--- src/rtl/strobe_bus_pkg.sv ---
package strobe_bus_pkg;

  localparam logic [2:0] SEL_COMP  = 3'd0;
  localparam logic [2:0] SEL_REG   = 3'd1;
  localparam logic [2:0] SEL_COUNT = 3'd2;
  localparam logic [2:0] SEL_DATA  = 3'd3;
  localparam logic [2:0] SEL_CTRL  = 3'd4;

  // Bit position of the word count inside the header word.
  localparam int HDR_CNT_LSB = 8;

  typedef enum logic [1:0] {
    ST_IDLE,
    ST_XFER,
    ST_DRAIN
  } xfer_state_t;

  // Sequencing strobes from control to datapath.
  typedef struct packed {
    logic capture;   // latch settings, drive header, raise strobe
    logic nextWord;  // drive next data word
    logic endXfer;   // drop strobe and bus
    logic setDone;   // raise done flag
  } ctl_strobe_t;

endpackage

--- src/rtl/strobe_delay_line.sv ---
module strobe_delay_line #(
  parameter int WIDTH = 1,
  parameter int DEPTH = 2
) (
  input  logic             clk,
  input  logic             rstN,
  input  logic [WIDTH-1:0] sigIn,
  output logic [WIDTH-1:0] sigOut
);

  generate
    if (DEPTH == 0) begin : g_wire
      assign sigOut = sigIn;
    end else begin : g_regs
      logic [WIDTH-1:0] stage [DEPTH];
      always_ff @(posedge clk) begin
        if (!rstN) begin
          for (int i = 0; i < DEPTH; i++) stage[i] <= '0;
        end else begin
          stage[0] <= sigIn;
          for (int i = 1; i < DEPTH; i++) stage[i] <= stage[i-1];
        end
      end
      assign sigOut = stage[DEPTH-1];
    end
  endgenerate

endmodule

--- src/rtl/strobe_bus_ctrl.sv ---
module strobe_bus_ctrl
  import strobe_bus_pkg::*;
#(
  parameter int HOLD  = 3,
  parameter int DLY   = 2,
  parameter int CNT_W = 3
) (
  input  logic             clk,
  input  logic             rstN,
  input  logic             startReq,
  input  logic [CNT_W-1:0] latchedCount,
  output ctl_strobe_t      ctl,
  output logic             busy
);

  localparam int HC_W = (HOLD > 1) ? $clog2(HOLD) : 1;
  localparam int DC_W = (DLY > 0) ? $clog2(DLY + 1) : 1;

  xfer_state_t      state;
  logic [HC_W-1:0]  holdCnt;
  logic [DC_W-1:0]  drainCnt;
  logic [CNT_W-1:0] wordNum;
  logic             lastHold;
  logic             lastWord;

  assign lastHold = (holdCnt == HC_W'(HOLD - 1));
  assign lastWord = (wordNum == latchedCount);
  assign busy     = (state != ST_IDLE);

  always_comb begin
    ctl          = '0;
    ctl.capture  = (state == ST_IDLE) && startReq;
    ctl.nextWord = (state == ST_XFER) && lastHold && !lastWord;
    ctl.endXfer  = (state == ST_XFER) && lastHold && lastWord;
    ctl.setDone  = (state == ST_DRAIN) && (drainCnt == DC_W'(DLY));
  end

  always_ff @(posedge clk) begin
    if (!rstN) begin
      state    <= ST_IDLE;
      holdCnt  <= '0;
      drainCnt <= '0;
      wordNum  <= '0;
    end else begin
      case (state)
        ST_IDLE: begin
          if (ctl.capture) begin
            state   <= ST_XFER;
            holdCnt <= '0;
            wordNum <= '0;
          end
        end
        ST_XFER: begin
          if (lastHold) begin
            holdCnt <= '0;
            if (lastWord) begin
              state    <= ST_DRAIN;
              drainCnt <= '0;
            end else begin
              wordNum <= wordNum + 1'b1;
            end
          end else begin
            holdCnt <= holdCnt + 1'b1;
          end
        end
        ST_DRAIN: begin
          if (ctl.setDone) state <= ST_IDLE;
          else drainCnt <= drainCnt + 1'b1;
        end
        default: state <= ST_IDLE;
      endcase
    end
  end

endmodule

--- src/rtl/strobe_bus_dpath.sv ---
module strobe_bus_dpath
  import strobe_bus_pkg::*;
#(
  parameter int NUM_COMP  = 4,
  parameter int CA_W      = 3,
  parameter int REG_AW    = 4,
  parameter int DATA_W    = 16,
  parameter int CNT_W     = 3,
  parameter int MAX_WORDS = 4
) (
  input  logic                clk,
  input  logic                rstN,
  input  logic                hostWe,
  input  logic [2:0]          hostSel,
  input  logic [DATA_W-1:0]   hostWdata,
  input  logic [NUM_COMP-1:0] compEvent,
  input  logic                busy,
  input  ctl_strobe_t         ctl,
  output logic [CNT_W-1:0]    latchedCount,
  output logic [DATA_W-1:0]   busWord,
  output logic [NUM_COMP-1:0] rawStrobe,
  output logic                doneFlag,
  output logic [NUM_COMP-1:0] eventPending,
  output logic                eventAny
);

  localparam int IDX_W = (MAX_WORDS > 1) ? $clog2(MAX_WORDS) : 1;
  localparam int PTR_W = $clog2(MAX_WORDS + 1);

  logic [CA_W-1:0]     cfgComp;
  logic [REG_AW-1:0]   cfgReg;
  logic [CNT_W-1:0]    cfgCount;
  logic [CNT_W-1:0]    effCount;
  logic [DATA_W-1:0]   dataBuf [MAX_WORDS];
  logic [PTR_W-1:0]    wrPtr;
  logic [IDX_W-1:0]    rdPtr;
  logic [DATA_W-1:0]   hdrWord;
  logic [NUM_COMP-1:0] decoded;
  logic                hostAccept;
  logic                ctrlWrite;
  logic                clrEvents;

  assign hostAccept = hostWe && !busy;
  assign ctrlWrite  = hostWe && (hostSel == SEL_CTRL);
  assign clrEvents  = ctrlWrite && hostWdata[1];

  always_comb begin
    effCount = (cfgCount > CNT_W'(MAX_WORDS)) ? CNT_W'(MAX_WORDS) : cfgCount;
  end

  always_comb begin
    hdrWord                         = '0;
    hdrWord[REG_AW-1:0]             = cfgReg;
    hdrWord[HDR_CNT_LSB +: CNT_W]   = effCount;
  end

  generate
    for (genvar i = 0; i < NUM_COMP; i++) begin : g_decode
      assign decoded[i] = (cfgComp == CA_W'(i));
    end
  endgenerate

  // Host-loaded settings and data words.
  always_ff @(posedge clk) begin
    if (!rstN) begin
      cfgComp  <= '0;
      cfgReg   <= '0;
      cfgCount <= '0;
      wrPtr    <= '0;
      for (int i = 0; i < MAX_WORDS; i++) dataBuf[i] <= '0;
    end else begin
      if (ctl.capture) begin
        wrPtr <= '0;
      end else if (hostAccept) begin
        case (hostSel)
          SEL_COMP:  cfgComp  <= hostWdata[CA_W-1:0];
          SEL_REG:   cfgReg   <= hostWdata[REG_AW-1:0];
          SEL_COUNT: cfgCount <= hostWdata[CNT_W-1:0];
          SEL_DATA: begin
            if (wrPtr < PTR_W'(MAX_WORDS)) begin
              dataBuf[wrPtr[IDX_W-1:0]] <= hostWdata;
              wrPtr <= wrPtr + 1'b1;
            end
          end
          default: ;
        endcase
      end
    end
  end

  // Bus word, strobe source and transfer sequencing.
  always_ff @(posedge clk) begin
    if (!rstN) begin
      busWord      <= '0;
      rawStrobe    <= '0;
      latchedCount <= '0;
      rdPtr        <= '0;
    end else begin
      if (ctl.capture) begin
        busWord      <= hdrWord;
        rawStrobe    <= decoded;
        latchedCount <= effCount;
        rdPtr        <= '0;
      end else if (ctl.nextWord) begin
        busWord <= dataBuf[rdPtr];
        rdPtr   <= rdPtr + 1'b1;
      end else if (ctl.endXfer) begin
        busWord   <= '0;
        rawStrobe <= '0;
      end
    end
  end

  // Done flag and sticky events.
  always_ff @(posedge clk) begin
    if (!rstN) begin
      doneFlag     <= 1'b0;
      eventPending <= '0;
    end else begin
      if (ctl.setDone) doneFlag <= 1'b1;
      else if (ctl.capture) doneFlag <= 1'b0;
      else if (ctrlWrite && hostWdata[2]) doneFlag <= 1'b0;

      if (clrEvents) eventPending <= compEvent;
      else eventPending <= eventPending | compEvent;
    end
  end

  assign eventAny = |eventPending;

endmodule

--- src/rtl/strobe_bus_endpoint.sv ---
module strobe_bus_endpoint
  import strobe_bus_pkg::*;
#(
  parameter int REG_AW = 4,
  parameter int DATA_W = 16,
  parameter int CNT_W  = 3,
  parameter int HOLD   = 3
) (
  input  logic              clk,
  input  logic              rstN,
  input  logic              strobe,
  input  logic [DATA_W-1:0] busWord,
  output logic              regWe,
  output logic [REG_AW-1:0] regAddr,
  output logic [DATA_W-1:0] regData
);

  localparam int HC_W = (HOLD > 1) ? $clog2(HOLD) : 1;

  logic [HC_W-1:0]   phaseCnt;
  logic              awaitHdr;
  logic [REG_AW-1:0] curAddr;
  logic [CNT_W-1:0]  remaining;
  logic              sampleNow;

  assign sampleNow = strobe && (phaseCnt == '0);

  always_ff @(posedge clk) begin
    if (!rstN) begin
      phaseCnt  <= '0;
      awaitHdr  <= 1'b1;
      curAddr   <= '0;
      remaining <= '0;
      regWe     <= 1'b0;
      regAddr   <= '0;
      regData   <= '0;
    end else begin
      regWe <= 1'b0;
      if (!strobe) begin
        phaseCnt <= '0;
        awaitHdr <= 1'b1;
      end else if (phaseCnt == HC_W'(HOLD - 1)) begin
        phaseCnt <= '0;
      end else begin
        phaseCnt <= phaseCnt + 1'b1;
      end

      if (sampleNow) begin
        if (awaitHdr) begin
          curAddr   <= busWord[REG_AW-1:0];
          remaining <= busWord[HDR_CNT_LSB +: CNT_W];
          awaitHdr  <= 1'b0;
        end else if (remaining != '0) begin
          regWe     <= 1'b1;
          regAddr   <= curAddr;
          regData   <= busWord;
          curAddr   <= curAddr + 1'b1;
          remaining <= remaining - 1'b1;
        end
      end
    end
  end

endmodule

--- src/rtl/strobe_ctrl_bus.sv ---
module strobe_ctrl_bus
  import strobe_bus_pkg::*;
#(
  parameter int NUM_COMP  = 4,
  parameter int CA_W      = 3,
  parameter int REG_AW    = 4,
  parameter int DATA_W    = 16,
  parameter int MAX_WORDS = 4,
  parameter int DLY       = 2
) (
  input  logic                       clk,
  input  logic                       rstN,
  input  logic                       hostWe,
  input  logic [2:0]                 hostSel,
  input  logic [DATA_W-1:0]          hostWdata,
  input  logic [NUM_COMP-1:0]        compEvent,
  output logic                       busy,
  output logic                       doneFlag,
  output logic [NUM_COMP-1:0]        eventPending,
  output logic                       eventAny,
  output logic [NUM_COMP-1:0]        compStrobe,
  output logic [NUM_COMP-1:0]        compRegWe,
  output logic [NUM_COMP*REG_AW-1:0] compRegAddr,
  output logic [NUM_COMP*DATA_W-1:0] compRegData
);

  localparam int HOLD  = DLY + 1;
  localparam int CNT_W = $clog2(MAX_WORDS + 1);

  ctl_strobe_t         ctl;
  logic                startReq;
  logic [CNT_W-1:0]    latchedCount;
  logic [DATA_W-1:0]   busWord;
  logic [NUM_COMP-1:0] rawStrobe;

  assign startReq = hostWe && (hostSel == SEL_CTRL) && hostWdata[0];

  strobe_bus_ctrl #(
    .HOLD (HOLD),
    .DLY  (DLY),
    .CNT_W(CNT_W)
  ) u_ctrl (
    .clk         (clk),
    .rstN        (rstN),
    .startReq    (startReq),
    .latchedCount(latchedCount),
    .ctl         (ctl),
    .busy        (busy)
  );

  strobe_bus_dpath #(
    .NUM_COMP (NUM_COMP),
    .CA_W     (CA_W),
    .REG_AW   (REG_AW),
    .DATA_W   (DATA_W),
    .CNT_W    (CNT_W),
    .MAX_WORDS(MAX_WORDS)
  ) u_dpath (
    .clk         (clk),
    .rstN        (rstN),
    .hostWe      (hostWe),
    .hostSel     (hostSel),
    .hostWdata   (hostWdata),
    .compEvent   (compEvent),
    .busy        (busy),
    .ctl         (ctl),
    .latchedCount(latchedCount),
    .busWord     (busWord),
    .rawStrobe   (rawStrobe),
    .doneFlag    (doneFlag),
    .eventPending(eventPending),
    .eventAny    (eventAny)
  );

  generate
    for (genvar i = 0; i < NUM_COMP; i++) begin : g_comp
      strobe_delay_line #(
        .WIDTH(1),
        .DEPTH(DLY)
      ) u_chain (
        .clk   (clk),
        .rstN  (rstN),
        .sigIn (rawStrobe[i]),
        .sigOut(compStrobe[i])
      );

      strobe_bus_endpoint #(
        .REG_AW(REG_AW),
        .DATA_W(DATA_W),
        .CNT_W (CNT_W),
        .HOLD  (HOLD)
      ) u_ep (
        .clk    (clk),
        .rstN   (rstN),
        .strobe (compStrobe[i]),
        .busWord(busWord),
        .regWe  (compRegWe[i]),
        .regAddr(compRegAddr[i*REG_AW +: REG_AW]),
        .regData(compRegData[i*DATA_W +: DATA_W])
      );
    end
  endgenerate

endmodule

--- config.mk ---
export PLATFORM = sky130hd
export DESIGN_NAME = strobe_ctrl_bus
export DESIGN_NICKNAME = d
export VERILOG_FILES = /design/src/rtl/strobe_bus_pkg.sv /design/src/rtl/strobe_delay_line.sv /design/src/rtl/strobe_bus_ctrl.sv /design/src/rtl/strobe_bus_dpath.sv /design/src/rtl/strobe_bus_endpoint.sv /design/src/rtl/strobe_ctrl_bus.sv
export SDC_FILE = /design/constraint.sdc
export NUM_CORES = 1
export LEC_CHECK = 0
export ABC_AREA = 0
export CAP_MARGIN = 20
export CORE_ASPECT_RATIO = 0.9
export CORE_MARGIN = 4
export CORE_UTILIZATION = 60
export DETAILED_ROUTE_END_ITERATION = 8
export DONT_BUFFER_PORTS = 1
export PLACE_DENSITY = 0.73
export SYNTH_ARGS = -nofsm -noshare
export SYNTH_HDL_FRONTEND = slang
export SYNTH_HIERARCHICAL = 1
export SYNTH_SLANG_ARGS = --single-unit
export TNS_END_PERCENT = 50
--- constraint.sdc ---
create_clock -name clk -period 3.7 [get_ports clk]
set_input_delay 0.925 -clock clk [delete_from_list [all_inputs] [get_ports clk]]
set_output_delay 0.925 -clock clk [all_outputs]
set_load 0.02 [all_outputs]
# After elaboration in Yosys (flattened, before gate mapping)
# Memory sizes are Yosys's and may differ from the RTL's. A register that Yosys moved wholly into a read port is not among the register bits.
# Cells that the tools add are included.
# classes
add_sub_neg	17
order_cmp	2
n_eq_ne	23
muxes	80
n_bitwise	23
reduce_logical	66
# op_table
cell	count
two-way mux 16 bit	3
two-way mux 4 bit	12
two-way mux 1 bit	36
two-way mux 3 bit	12
two-way mux 2 bit	12
AND reduction 3 bit	8
OR reduction 3 bit	8
nonzero test 2 bit	9
nonzero test 3 bit	6
adder 4 x 1 -> 4 bit, second input constant	4
OR reduction 16 bit	1
adder 2 x 1 -> 2 bit, second input constant	7
equality test 2 bit, second input constant	7
logical AND 1 bit	14
inverter 1 bit	14
equality test 3 x 2 -> 1 bit, second input constant	4
AND reduction 2 bit	6
AND reduction 4 bit	3
subtractor 3 x 1 -> 3 bit, second input constant	4
two-way mux 11 bit	1
logical NOT 2 bit	5
!= test 2 bit, second input constant	4
OR 1 bit	8
case mux 2 bit (2 select lines)	2
15 further kinds	21
# word_totals
regBits	176
ramBits	72
out_inout_bits	95
mem_count	5
# mem_list
name	words	word_bits	rd	rd_ports_with_merged_regs	write_ports	line	text
u_dpath.dataBuf	4	16	1	1	4	strobe_bus_dpath.sv:34	logic [DATA_W-1:0] dataBuf [MAX_WORDS];
g_comp[0].u_chain.g_regs.stage	2	1	2	0	2	strobe_delay_line.sv:15	logic [WIDTH-1:0] stage [DEPTH];
g_comp[1].u_chain.g_regs.stage	2	1	2	0	2	strobe_delay_line.sv:15	
g_comp[2].u_chain.g_regs.stage	2	1	2	0	2	strobe_delay_line.sv:15	
g_comp[3].u_chain.g_regs.stage	2	1	2	0	2	strobe_delay_line.sv:15	

# Longest topological paths before layout
# Gate-level depths: netlist (run 1).
# depth
word_depth	9
ltp_mapped	9
mapped_depth_nobuf	7

# Modules after synthesis
# Netlist (run 1), hierarchy kept.
# by_module_without_submodules
module	instances	cells_each	area_per_inst_um2
strobe_bus_endpoint	4	156	1353.8
strobe_bus_dpath	1	380	4600.7
strobe_bus_ctrl	1	59	505.5
strobe_delay_line	4	4	52.6
strobe_ctrl_bus	1	2	12.5

# Worst setup path before layout (run 1)
# OpenSTA, ideal clock, no wires.
# synth_path
kind	input-to-reg
startpoint	input port hostSel[0]
endpoint	memory u_dpath.dataBuf[3][0], enable pin
t_arrival_ns	2.889
required_time_ns	3.286
path_slack_ns	0.397
path_stages	7
path_buffers	2
cell_sequence	nand4b_1 nor2_1 nand2_1 inv_1 buf_6 clkbuf_1 o31ai_1
# synth_lines
element	line	text
start, declared	strobe_ctrl_bus.sv:14	input logic [2:0] hostSel,
end, declared	strobe_bus_dpath.sv:34	

==> results of run 1 <==
-- placed cells by master, fill, tap and decap left out, types with 5 or more instances in the layout --
cell type / instances
o21a_1: 9
a31oi_1: 10
and2_1: 14
mux2i_1: 19
nand2_1: 223
ha_1: 23
nor3b_1: 17
clkbuf_1: 5
o21ai_1: 9
nor2_1: 98
nand3_1: 20
nand2_2: 5
buf_4: 6
o21ai_0: 15
clkbuf_16: 25
edfxtp_1: 64
a21o_1: 5
nor2b_1: 11
a222oi_1: 7
nor3_1: 13
xnor2_1: 5
mux4_2: 9
clkinv_2: 5
mux2_2: 10
dfxtp_1: 186
a21oi_1: 52
a21boi_1: 83
inv_1: 29
nand2b_1: 8
-- state kept, by name (all words and copies together), names as in the netlist, 8 cells and up, named ones only --
name and flops:
g_comp.u_ep/curAddr 16, g_comp.u_ep/phaseCnt 8, u_dpath/dataBuf 64, u_dpath/busWord 16, g_comp.u_chain/g_regs.stage 8, g_comp.u_ep/regAddr 16
g_comp.u_ep/remaining 12, g_comp.u_ep/regData 64
-- through the flow --
step                      total power [mW]  utilization, %  std cells
final                                 5.35            65.7       1316
after global routing                  5.52            65.7       1316
after CTS                             5.39            65.5       1315
after detailed placement              3.03            61.1       1270
after global placement                3.03            61.1       1270
after floorplan                       3.02               -       1081
-- cells by family after synthesis --
group | share of synthesized area (%)
AOI/OAI and AO/OA | 13.9
xor gates and xnor gates | 0.734
adders and majority gates | 2.68
buffers and inverters | 4.06
DFF | 52.5
muxes | 5.26
and+or+nand+nor | 20.8
-- routing by layer --
layer  vias up  share of wire, %
met5         -                 0
li1       3685                 -
met1      3554                44
met2       232                47
met3        34               7.4
met4         0               1.6
-- cells in the mapped netlist (all sizes together) --
master	n	share of area, %
a211oi	4	0.28
a21boi	87	6.1
a21o	5	0.35
a21oi	56	3.0
a222oi	7	0.65
a31oi	10	0.58
and2	15	0.90
and3b	2	0.16
and4bb	3	0.35
buf	35	2.3
clkbuf	22	0.77
dfxtp	186	35
edfxtp	64	18
ha	23	2.7
inv	29	1.0
mux2	14	1.6
mux2i	19	1.8
mux4	9	1.9
nand2	228	8.1
nand2b	12	0.79
nand3	21	1.0
nand3b	6	0.89
nand4b	6	0.77
nor2	102	3.8
nor2b	15	1.2
nor3	13	0.61
nor3b	18	1.3
nor4	4	0.23
nor4b	2	0.16
nor4bb	2	0.19
o211ai	4	0.28
o21a	9	0.63
o21ai	24	1.1
o21bai	4	0.28
o221a	4	0.42
o22ai	1	0.058
o31ai	2	0.19
or3	3	0.17
or3b	1	0.082
or4	1	0.070
xnor2	5	0.41
xor2	4	0.33
-- power by group --
| part | internal (mW) | leakage [nW] | switching (mW) |
|---|---|---|---|
| registers | 2.83 | 2.17 | 0.0263 |
| clock network | 1.37 | 0.380 | 1.01 |
| logic | 0.0484 | 1.70 | 0.0665 |
| total | 4.25 | 4.25 | 1.10 |
-- layout make-up --
cell class                 instances  area share, %
sequential                       250           48.8
multi-input combinational        745           40.4
clock buffer                      33           5.93
tap                              240           2.60
inverter                          29          0.941
clock inverter                    12          0.725
timing repair buffer               7          0.628
-- worst max path at each step --
stage / to / slack, ns / cells past startpoint
6_report: u_dpath/dataBuf[0][3]$_SDFFCE_PN0P_ / 1.14 / 6
5_1_grt: u_dpath/dataBuf[0][13]$_SDFFCE_PN0P_ / 0.89 / 6
4_1_cts: u_dpath/dataBuf[0][0]$_SDFFCE_PN0P_ / 1.13 / 6
3_5_place_dp: u_dpath/dataBuf[0][6]$_SDFFCE_PN0P_ / 0.90 / 4
3_3_place_gp: u_dpath/dataBuf[0][6]$_SDFFCE_PN0P_ / 0.98 / 4
2_1_floorplan: u_dpath/dataBuf[3][0]$_DFFE_PP_ / 0.40 / 7
-- critical path, stage by stage (launching register included) --
cell,delay [ns]
dfxtp_1,0.35
nor2_1,0.16
inv_1,0.15
and4bb_1,0.56
nand3_2,0.40
o21ai_1,0.36
buf_4,0.28
==> run_results.csv, run 1 <==
group,metric,value,unit
global_route,grt.total_usage,23.1,%
place,place_area,10800,sq um
clock_tree,cts_tree,"yes",
floorplanning,die_w,149,um
routing,ant_nets,0,
yosys,syn_area,10700,sq um
floorplanning,io_pins,121,
sta,tightest_slew,0.717,ns
yosys,synth_warnings,6,
sta,hold_slack,0.417,ns
clock_tree,cts_setup_buffers,0,
final_layout,area_growth_syn_to_layout,7.63,%
clock_tree,cts_resized,0,
clock_tree,cts_max_level,1,
routing,dr.pass1.iters,7,
sta,fmax,0.390,GHz
global_route,busiest_layer,"met2",
sta,finClkSkew,0.00923,ns
global_route,grt.met1_usage,32.6,%
clock_tree,cts.sinks,250,
sta,setup_violations,0,
critical_path,worst_ep_arrival_time,2.77,ns
final_layout,diodes,0,
pwr,ir_drop,0.000407,V
sta,fin_crit_sh,69.2,%
critical_path,r2r-start,"u_ctrl/state[1]$_SDFFE_PN0P_",
routing,drt_iter0_markers,554,
final_layout,fillCellCount,1471,
final_layout,drive_gt1_share,9.20,%
place,portBuffers,0,
global_route,met2_usage,37.1,%
sta,max_slew_margin,52.1,%
place,dp_hpwl,15300,um
routing,wl_per_cell,18.0,um
clock_tree,worstSkewPairLatency,0.51,ns
critical_path,cp_data_required_time,3.91,ns
yosys,avgSynthCellArea,9.94,sq um
clock_tree,cts_made_buffers,25,
routing,remaining_drc_errors,0,
final_layout,finalNetCount,1107,
floorplanning,dieArea,20100,sq um
outcome,status,"finished clean",
sta,drv_slew,0,
sta,hold_viol_final,0,
critical_path,path_max_fanout,17,
yosys,ys_types,59,
routing,vias,7505,
routing,viasPerCell,5.70,
final_layout,register_area,5650,sq um
critical_path,critPathLaunch,"u_ctrl/state[1]$_SDFFE_PN0P_",
global_route,grt_pass1_vias,6989,
run,maxCapViolations,0,
clock_tree,hold_buffers,0,
critical_path,r2r_cells,6,
sta,rsz0062_at_grt,"false",
global_route,grt_pass1_wl,37600,um
sta,fin_tns_setup,0,ns
clock_tree,clockRootBuffer,"clkbuf_16",
routing,wl,23600,um
floorplanning,fp.coreArea,17600,sq um
worst_hold_path,hold_path_end,"g_comp[0].u_ep/phaseCnt[0]$_SDFF_PP0_",
global_route,grt_max_degree,170,
floorplanning,rows,46,
sta,fin_crit,2.56,ns
global_route,overflow,0,
pwr,cellPowerDensity,463,nW/um^2
worst_hold_path,min-delay-start,"g_comp[0].u_ep/phaseCnt[0]$_SDFF_PP0_",
pwr,leakagePower,4.25,nW
global_route,antenna_found_initial,0,
critical_path,cp-end-kind,"flop",
critical_path,crit_type,"reg -> reg",
global_route,grtUsageMet3,4.83,%
clock_tree,clkSlewWorstSetupHoldPaths,0.06,ns
floorplanning,start_util,61.0,%
final_layout,stdcell_area,11600,sq um
floorplanning,die_y,135,um
clock_tree,clockBufferDepth,3,
final_layout,multi_input_area,4670,sq um
yosys,synthesis.nets,1130,
sta,setup_slack,1.14,ns
critical_path,cp-start-kind,"flop",
place,post-place-ws,0.899,ns
critical_path,rrSetupSlack,1.14,ns
place,gp_congestion,0.794,
yosys,ys_seq_elements,250,
critical_path,r2r-end,"u_dpath/dataBuf[0][3]$_SDFFCE_PN0P_",
yosys,syn_inst,1081,
worst_hold_path,worstHoldPathType,"reg -> reg",
yosys,ys_seq_area_share,52.5,%
worst_hold_path,whs_path_depth,1,
Note: power is estimated with default switching activity, not from simulation.
==> run 2, diff against run 1 <==
--- a/config.mk
+++ b/config.mk
@@ -5,14 +5,14 @@
 export SDC_FILE = /design/constraint.sdc
 export NUM_CORES = 1
 export LEC_CHECK = 0
-export ABC_AREA = 0
+export ABC_AREA = 1
 export CAP_MARGIN = 20
 export CORE_ASPECT_RATIO = 0.9
 export CORE_MARGIN = 4
-export CORE_UTILIZATION = 60
+export CORE_UTILIZATION = 57
 export DETAILED_ROUTE_END_ITERATION = 8
 export DONT_BUFFER_PORTS = 1
-export PLACE_DENSITY = 0.73
+export PLACE_DENSITY = 0.72
 export SYNTH_ARGS = -nofsm -noshare
 export SYNTH_HDL_FRONTEND = slang
 export SYNTH_HIERARCHICAL = 1
==> constraint.sdc (replaced) <==
create_clock -name clk -period 2.35 [get_ports clk]
set_input_delay 0.5875 -clock clk [delete_from_list [all_inputs] [get_ports clk]]
set_output_delay 0.5875 -clock clk [all_outputs]
set_load 0.02 [all_outputs]
==> run_results.csv, run 2 <==
group,metric,value,unit
floorplanning,fp.coreArea,19100,sq um
clock_tree,clockRootBuffer,"clkbuf_16",
critical_path,worst-path-stages,7,
routing,viasPerCell,5.21,
clock_tree,cts_resized,0,
floorplanning,rows,48,
global_route,met2_usage,35.9,%
pwr,p_seq_share,50.4,%
critical_path,cp-start-kind,"flop",
outcome,status,"finished clean",
yosys,syn_area,11100,sq um
yosys,ys_types,35,
critical_path,crit_path_cell_trace,"nor2_1 > inv_1 > nor2_2 > nand3b_4 > nor2_8 > nand3_4 > nand2_2",
clock_tree,cts_setup_buffers,0,
clock_tree,cts_made_buffers,25,
critical_path,cp_num_buf_inv,1,
sta,drv_slew,0,
final_layout,multi_input_area,4120,sq um
critical_path,r2r_cells,7,
yosys,async_flop_share,0,%
sta,fin_tns_setup,0,ns
floorplanning,dieArea,21700,sq um
final_layout,diodes,0,
critical_path,r2r-start,"u_ctrl/state[0]$_SDFFE_PN0P_",
yosys,synth_common_cells,"nand2_1 (255), inv_1 (242), dfxtp_1 (186)",
yosys,ys_seq_elements,250,
floorplanning,start_util,57.9,%
sta,rsz0062_at_grt,"false",
global_route,busiest_layer,"met2",
routing,wl_per_cell,14.6,um
yosys,synthFlopType,"dfxtp_1",
place,place_area,11200,sq um
critical_path,cp-end-kind,"flop",
routing,vias,8542,
global_route,overflow,0,
yosys,synth_edf_count,64,
place,portBuffers,0,
clock_tree,hold_buffers,0,
global_route,grt_max_degree,142,
floorplanning,io_pins,121,
run,maxCapViolations,0,
global_route,grt.total_usage,21.7,%
sta,tightest_slew,0.704,ns
global_route,grt.met1_usage,29.4,%
pwr,cellPowerDensity,742,nW/um^2
worst_hold_path,min-delay-start,"compEvent[2]",
floorplanning,die_y,140,um
final_layout,stdcell_area,12100,sq um
pwr,leakagePower,5.15,nW
sta,fin_crit_sh,84.0,%
critical_path,worst_ep_arrival_time,2.14,ns
global_route,grtUsageMet3,3.99,%
sta,max_slew_margin,53.0,%
yosys,synth_area_leaders,"dfxtp_1 (34%), edfxtp_1 (17%), nand2_1 (8.7%), inv_1 (8.2%), a21oi_1 (5.9%)",
worst_hold_path,whs_path_depth,2,
sta,hold_viol_final,0,
clock_tree,clockBufferDepth,3,
yosys,synth.most_common_cell,"nand2_1",
critical_path,cp_top_family,"simple AND/OR/NAND/NOR gates",
sta,fmax,0.507,GHz
global_route,antenna_found_initial,0,
routing,wl,23900,um
critical_path,max_stage_delay,0.33,ns
pwr,p_clk_share,46.8,%
yosys,synth_top_area_cell,"dfxtp_1",
yosys,synth_warnings,6,
final_layout,drive_gt1_share,8.28,%
routing,drt_iter0_markers,540,
critical_path,crit_type,"reg -> reg",
pwr,ir_drop,0.000558,V
pwr,p_int,7.11,mW
routing,remaining_drc_errors,0,
final_layout,fillCellCount,1636,
yosys,ys_seq_area_share,51.1,%
critical_path,path_max_fanout,16,
yosys,syn_inst,1375,
clock_tree,cts_max_level,1,
pwr,p_sw,1.85,mW
critical_path,slowest_stage,"dfxtp_1",
critical_path,critPathLaunch,"u_ctrl/state[0]$_SDFFE_PN0P_",
yosys,avgSynthCellArea,8.04,sq um
routing,ant_nets,0,
sta,setup_violations,0,
clock_tree,clkSlewWorstSetupHoldPaths,0.06,ns
clock_tree,cts.sinks,250,
final_layout,finalNetCount,1419,
sta,fin_crit,1.97,ns
floorplanning,die_w,155,um
global_route,grt_pass1_wl,39100,um
worst_hold_path,worstHoldPathType,"in -> reg",
routing,dr.pass1.iters,5,
final_layout,area_growth_syn_to_layout,9.19,%
pwr,pwr-share-comb,2.8,%
place,dp_hpwl,16300,um
critical_path,cp_data_required_time,2.52,ns
sta,finClkSkew,0.0229,ns
pwr,p_sw_share,20.7,%
final_layout,layout_common_cells,"nand2_1 (254), inv_1 (242), dfxtp_1 (186)",
yosys,synth_top_area_share,33.7,%
yosys,synthesis.nets,1424,
global_route,grt_pass1_vias,7976,
pwr,power.total,8.96,mW
final_layout,register_area,5650,sq um
clock_tree,worstSkewPairLatency,0.53,ns
clock_tree,cts_tree,"yes",
place,gp_congestion,0.826,
final_layout,reg_top3,"g_comp.u_ep/regData: 64 flops, u_dpath/dataBuf: 64 flops",
final_layout,final_common_cell,"nand2_1",
## run 2: changes by cell type in the layout (fill, tap and decap cells not counted), moves of 19 or more
cell | before | now
a21boi_1 | 83 | 1
a21oi_1 | 52 | 131
inv_1 | 29 | 242
mux2i_1 | 19 | 0
nand2_1 | 223 | 254
nand3_1 | 20 | 69
nor2_1 | 98 | 143
o21ai_0 | 15 | 53
o21ai_1 | 9 | 76
## run 2: final timing paths
check	to	slack, ns
worst min register to register	g_comp[1].u_ep/phaseCnt[0]$_SDFF_PP0_	0.41
worst min-delay path	u_dpath/eventPending[2]$_SDFF_PN0_	0.20
worst max-delay path	u_dpath/dataBuf[1][8]$_SDFFCE_PN0P_	0.38
worst max register to register	u_dpath/dataBuf[1][8]$_SDFFCE_PN0P_	0.38
## run 2: area by class of cell
type	instances	area share [%]
multi-input cells	821	34.2
clock inverters	13	1.67
inverters	256	7.96
clock buffers	33	5.53
well taps	250	2.59
repair buffers	16	1.31
flip-flops and latches	250	46.8
## run 2: stage by stage
step,util [%],setup slack [ns],cells,hold WS [ns]
after floorplan,-,-0.0515,1375,0.390
after global placement,58.6,0.368,1593,0.392
after detailed placement,58.6,0.348,1593,0.400
after CTS,63.2,0.358,1639,0.157
after global routing,63.2,0.181,1639,0.208
final,63.2,0.377,1639,0.198
## run 2: power by group through the flow
stage | Sequential (mW) | Combinational [mW] | Clock, mW
floorplan | 4.59 | 0.206 | 0
global placement | 4.60 | 0.248 | 0
detailed placement | 4.61 | 0.254 | 0
CTS | 4.51 | 0.255 | 4.27
global route | 4.52 | 0.290 | 4.45
finish | 4.51 | 0.253 | 4.19
## run 2: metal layers
metal | part of all wire, % | up-vias
met4 | 2.6 | 0
li1 | - | 4346
met1 | 43 | 3918
met2 | 48 | 235
met5 | 0 | -
met3 | 6.4 | 43
## run 2: cells by family after synthesis
kind of cell               synth area share [%]
and+or+nand+nor                            22.3
DFF                                        51.1
adders and majority gates                  2.60
buffers and inverters                      11.6
AOI/OAI and AO/OA                          12.2
xor gates and xnor gates                  0.226
